**config.mk**
```make
export PLATFORM = sky130hd
export DESIGN_NAME = sram_rdout_ctl
export DESIGN_NICKNAME = d
export VERILOG_FILES = /design/src/rtl/sram_rdout_ctl.sv
export SDC_FILE = /design/constraint.sdc
export NUM_CORES = 1
export LEC_CHECK = 0
export BUFFER_PORTS_ARGS = -buffer_cell sky130_fd_sc_hd__buf_2
export CORE_MARGIN = 5
export CORE_UTILIZATION = 44
export DETAILED_ROUTE_END_ITERATION = 8
export GPL_TIMING_DRIVEN = 0
export PLACE_DENSITY = 0.74
export REMOVE_ABC_BUFFERS = 1
export SLEW_MARGIN = 20
export SYNTH_ARGS = -nofsm -noshare
export SYNTH_HDL_FRONTEND = slang
export SYNTH_SLANG_ARGS = --single-unit
```
**constraint.sdc**
```tcl
create_clock -name clk -period 1.65 [get_ports clk]
set_input_delay 0.0825 -clock clk [delete_from_list [all_inputs] [get_ports clk]]
set_output_delay 0.0825 -clock clk [all_outputs]
set_load 0.05 [all_outputs]
```
**src/rtl/sram_rdout_ctl.sv**
```systemverilog
module sram_rdout_ctl #(
  parameter int DW = 36
) (
  input  logic          clk,
  input  logic          rst,
  input  logic [1:0]    cmd_i,
  input  logic [DW-1:0] rdata_i,
  input  logic          pipe_sel_i,
  input  logic          dcd_sel_i,
  input  logic          oe_n_i,
  input  logic          sleep_i,
  output logic [DW-1:0] dq_o,
  output logic          dq_oe_o
);
  localparam logic [1:0] C_DES = 2'b00;
  localparam logic [1:0] C_RD  = 2'b01;
  localparam logic [1:0] C_WR  = 2'b10;

  logic [1:0]    cap, s1, s2, s3;
  logic [DW-1:0] oreg;
  logic          pipe_q, dcd_q;
  logic          idle, drv_ft, drv_pp, drive;

  assign cap = sleep_i          ? C_DES :
               (cmd_i == C_RD)  ? C_RD  :
               (cmd_i == C_WR)  ? C_WR  : C_DES;

  assign idle = (cap != C_RD) && (s1 != C_RD) && (s2 != C_RD) && (s3 != C_RD);

  always_ff @(posedge clk) begin
    if (rst) begin
      s1     <= C_DES;
      s2     <= C_DES;
      s3     <= C_DES;
      oreg   <= '0;
      pipe_q <= 1'b1;
      dcd_q  <= 1'b0;
    end else begin
      s1 <= cap;
      s2 <= s1;
      s3 <= s2;
      if (s1 == C_RD) oreg <= rdata_i;
      if (idle) begin
        pipe_q <= pipe_sel_i;
        dcd_q  <= dcd_sel_i;
      end
    end
  end

  assign drv_ft = (s1 == C_RD) || (dcd_q && (s1 == C_DES) && (s2 == C_RD));
  assign drv_pp = (s2 == C_RD) || (dcd_q && (s2 == C_DES) && (s3 == C_RD));
  assign drive  = pipe_q ? drv_pp : drv_ft;

  assign dq_o    = (!pipe_q && (s1 == C_RD)) ? rdata_i : oreg;
  assign dq_oe_o = drive && !oe_n_i && !sleep_i;
endmodule

```
======== After elaboration in Yosys (flattened, before gate mapping) ========
Cells that the tools add are included.
storage, ports and cells
  flip-flop bits (word level) ............. 44
  logic and storage cells ................. 37
  bits of input ports ..................... 44
  output and inout bits ................... 37
cells by class
  reductions and logical operators ........ 17
  eq/ne operators ......................... 9
  multiplexer cells ....................... 5
operator list
  cell                number
  $mux 36             1
  $logic_and 1x1->1   10
  $eq 2x1->1 const B  4
  $ne 2x1->1 const B  4
  $mux 2              3
  $logic_not 2->1     2
  $logic_not 1->1     3
  $eq 2x2->1 const B  1
  $logic_or 1x1->1    2
  $mux 1              1

======== Depth between registers and ports, before layout ========
  depth in word-level cells ............... 8
  depth in mapped cells ................... 5
  mapped depth without buffers ............ 3

======== Worst setup path before layout ========
No wires, ideal clock.
  kind .................................... reg2out
  start ................................... reg pipe_q
  end ..................................... out dq_oe_o
  stages on the path, launching flop included .. 4
  path buffers ............................ 0
  required time ........................... 1.567 ns
  setup slack ............................. -0.280 ns
  arrival ................................. 1.848 ns
  path through ............................ dfxtp_1 > nand2b_1 > a21o_1 > a211oi_1
between the ends
  word-level cells in the longest chain between the ends .. 3
ends and longest elaborated chain
  what                             RTL line  source
  from (decl)                      21        logic pipe_q, dcd_q;
  from (signal assigned)           44        pipe_q <= pipe_sel_i;
  $mux 1                           52        assign drive = pipe_q ? drv_pp : drv_ft;
  $logic_and 1x1->1 (2 in series)  55        assign dq_oe_o = drive && !oe_n_i && !sleep_i;
  to (decl)                        13        output logic dq_oe_o
Every way passes these cells.

======== Worst setup path after layout ========
  start ................................... reg pipe_q
  end ..................................... out dq_o[22]
between the ends
  word-level cells in the longest chain between the ends .. 3
ends and longest elaborated chain
  what               RTL line  source
  $logic_not 1->1    54        assign dq_o = (!pipe_q && (s1 == C_RD)) ? rdata_i : oreg;
  $logic_and 1x1->1  54
  $mux 36            54
  to (decl)          12        output logic [DW-1:0] dq_o,
Every way passes these cells.

==> Flow_metrics.wiki <==
{| class="wikitable"
! Metric !! Value
|-
| Status || complete, but fails checks
|-
| Violations in the final reports || negative setup slack
|-
| Number of storage elements in the synthesis netlist || 44
|-
| # fillers || 296
|-
| Via count of the first global-routing pass || 1874
|-
| Iteration count of the initial detailed-routing pass || 4
|-
| Post-route fraction of the period consumed by the critical path || 109%
|-
| FF-to-FF Start || s1[1]$_SDFF_PP0_
|-
| Clock transition at the register clock pins on the worst setup and hold paths after CTS || 80 ps
|-
| Total CTS buffers || 5
|-
| Fin Clk Skew || 3.23 ps
|-
| Port-buffer cells || 80
|-
| GRT Total Usage || 18.0%
|-
| Placeable core area || 4410 um^2
|-
| Number of sinks driven by the clock tree || 44
|-
| Post-synthesis area per instance || 8.79 um^2
|-
| Die Span Y || 77.8 um
|-
| Worst r2r dst || oreg[19]$_SDFFE_PP0N_
|-
| Total of max-cap violations || 0
|-
| Wire length of the first global-routing pass || 8.90 mm
|-
| Data arrival time of the critical path || 1720 ps
|-
| Clock root cell || sky130_fd_sc_hd__clkbuf_8
|-
| Final Hold Slack || 40.8 ps
|-
| Static Leak || 0.00135 uW
|-
| Vias per cell || 5.20
|-
| Post-detail-place hpwl || 3.00 mm
|-
| Proportion of synthesized chip area in sequential cells || 43.6%
|-
| Unrepaired setup endpoints after global routing || yes
|-
| Measured slew at the worst slew-check pin || 835 ps
|-
| Global route total overflow || 0
|-
| Area overhead of the layout relative to synthesis || 61.4%
|-
| Final wirelength || 5.85 mm
|-
| Reg2reg setup slack || 140 ps
|-
| Endpoint of the worst hold path || oreg[15]$_SDFFE_PP0N_
|-
| Worst path required time || 1570 ps
|-
| Total placed instance area || 2430 um^2
|-
| Hold violation total from the final report || 0
|-
| Max Slew Vio Count || 0
|-
| Worst min-delay path category || in2reg
|-
| Ant diodes || 0
|-
| Worst slew margin relative to its limit || 44.3%
|-
| Number of cells traversed by the worst hold path || 3
|-
| Setup ws final || -153 ps
|-
| Die extent in x || 77.8 um
|-
| Critical path startpoint category || flop
|-
| TritonCTS clock tree || done
|-
| Combined area of all synthesized cells || 2020 um^2
|-
| Antenna violations before repair || 0
|-
| Synth Instances || 230
|-
| Via count || 1914
|-
| Starting density of the core || 45.8%
|-
| Die ar. || 6050 um^2
|-
| Antenna Nets Post-Route || 0
|-
| Min Tclk post-route || 1800 ps
|-
| Fraction of final layout cells with drive strength greater than 1 || 45.9%
|-
| WL per Instance || 15.9 um
|-
| Unique cell type count in the Yosys netlist || 23
|-
| Number of violations reported at the end of detailed-routing iteration 0 || 94
|-
| Peak Freq || 555 MHz
|-
| Utilization after layout || 73.9%
|-
| Final Setup Violations || 36
|-
| Length in cells of the worst reg-to-reg path || 3
|-
| Maximum fanout count along the critical path || 5
|-
| Endpoint class of the critical path || output pin
|-
| Ports placed on the boundary || 81
|-
| Hold_sp || rdata_i[15]
|-
| Worst VDD drop || 483 uV
|-
| Last weighted congestion value of the routability-driven placer || 0.717
|-
| DRC violations left || 0
|-
| Number of H-tree levels || 2
|-
| Pin count of the biggest net entering global routing || 47
|-
| Setup Crit Path Kind || reg2out
|-
| Insertion delay of the later-clocked pin in the worst-skew pair || 280 ps
|-
| PwrDens || 722 nW/um^2
|-
| Final-stage net count || 359
|-
| Maximum number of buffers from clock root to sink || 2
|-
| Post-Layout Inst Area || 3260 um^2
|-
| Rows || 24
|-
| Number of warning messages in the yosys log || 0
|}
## cell usage after synthesis, drive strengths merged
cell	number	area (um^2)
nand3b	1	7.51
mux2	36	405
and3b	1	8.76
a21o	1	7.51
a211oi	1	7.51
a21oi	36	180
nor4b	1	8.76
buf	13	78.8
nor2b	9	56.3
nor3b	1	7.51
dfxtp	44	881
nor4	1	21.3
nand2	72	270
nor2	3	18.8
clkbuf	3	11.3
mux2i	2	20.0
nand2b	4	25.0
o21ai	1	5.00
## logic make-up after synthesis
group	Yosys count	share of synthesized area [%]
buffers and inverters	16	4.46
DFF	44	43.6
and+or+nand+nor	93	21.0
AOI/OAI and AO/OA	39	9.91
muxes	38	21.1
## registers in the layout (all words and copies together) (netlist names)
name and count:
dcd_q 1, oreg 36, pipe_q 1, s1 2, s2 2, s3 2
## placed cells by master, fill, tap and decap left out, types with 2 or more instances in the layout
cell	netlist	layout
sky130_fd_sc_hd__nand2_1	72	72
sky130_fd_sc_hd__nor2_1	2	2
sky130_fd_sc_hd__clkbuf_8	0	7
sky130_fd_sc_hd__nor2b_1	9	8
sky130_fd_sc_hd__mux2i_1	2	2
sky130_fd_sc_hd__nand2b_1	4	2
sky130_fd_sc_hd__dlygate4sd3_1	0	2
sky130_fd_sc_hd__buf_6	2	8
sky130_fd_sc_hd__buf_16	0	2
sky130_fd_sc_hd__buf_8	0	35
sky130_fd_sc_hd__dfxtp_2	0	3
sky130_fd_sc_hd__dfxtp_1	44	41
sky130_fd_sc_hd__mux2_4	0	36
sky130_fd_sc_hd__nor2_4	1	2
sky130_fd_sc_hd__buf_2	9	43
sky130_fd_sc_hd__buf_12	0	3
sky130_fd_sc_hd__a21oi_1	36	36
## how the worst max path moves through the flow
stage / end / cells past startpoint / startpoint
2_1_floorplan: dcd_q$_SDFFE_PP0P_ / 3 / s1[0]$_SDFF_PP0_
3_3_place_gp: oreg[17]$_SDFFE_PP0N_ / 3 / s1[0]$_SDFF_PP0_
3_5_place_dp: dq_o[34] / 4 / s1[0]$_SDFF_PP0_
4_1_cts: dq_o[3] / 6 / pipe_q$_SDFFE_PP1P_
5_1_grt: dq_o[18] / 6 / pipe_q$_SDFFE_PP1P_
6_report: dq_o[22] / 6 / pipe_q$_SDFFE_PP1P_
## cell type report
| type | instances | area (um^2) | share of cell area (%) |
|---|---|---|---|
| clock buffer | 7 | 96.3 | 2.95 |
| multi-input combinational | 171 | 1220 | 37.4 |
| sequential | 44 | 885 | 27.1 |
| clock inverter | 1 | 30.0 | 0.921 |
| timing repair buffer | 93 | 966 | 29.6 |
| tap | 52 | 65.1 | 2.00 |
## critical path, cell delays in order (launching register included)
cell	delay, ps
sky130_fd_sc_hd__dfxtp_2	340
sky130_fd_sc_hd__nand2b_4	160
sky130_fd_sc_hd__nor2_4	190
sky130_fd_sc_hd__buf_12	150
sky130_fd_sc_hd__buf_16	120
sky130_fd_sc_hd__mux2_4	310
sky130_fd_sc_hd__buf_8	150
## stage by stage
step / total power (uW) / worst slack (ps) / std cells / TNS (ps)
after floorplan: 1280 / -363 / 214 / -13350
after global placement: 1390 / -1230 / 346 / -58610
after detailed placement: 1400 / -380 / 347 / -13150
after CTS: 2340 / -165 / 369 / -4450
after global routing: 2430 / -195 / 368 / -5560
final: 2350 / -153 / 368 / -4180
## per-layer routing
| layer | vias up | track usage (%) | routed length, um |
|---|---|---|---|
| met5 | - | 0 | 0 |
| met4 | 0 | 4.64 | 51 |
| met3 | 4 | 3.59 | 297 |
| met2 | 67 | 32.7 | 3040 |
| met1 | 909 | 21.4 | 2470 |
| li1 | 934 | - | - |
## where the power goes
part           internal [uW]  switching, uW  total, uW
sequential              1090           17.1       1100
combinational            170            197        367
clock                    534            348        882
## repair_timing
action	in CTS	in global routing
gates resized for setup	113	48
hold endpoints to repair	1	0
cloned	4	0
hold buffers	2	0
setup buffers	8	0
endpoints found under the setup margin	36	73
pin swaps	2	3
(Power assumes the default switching activity.)
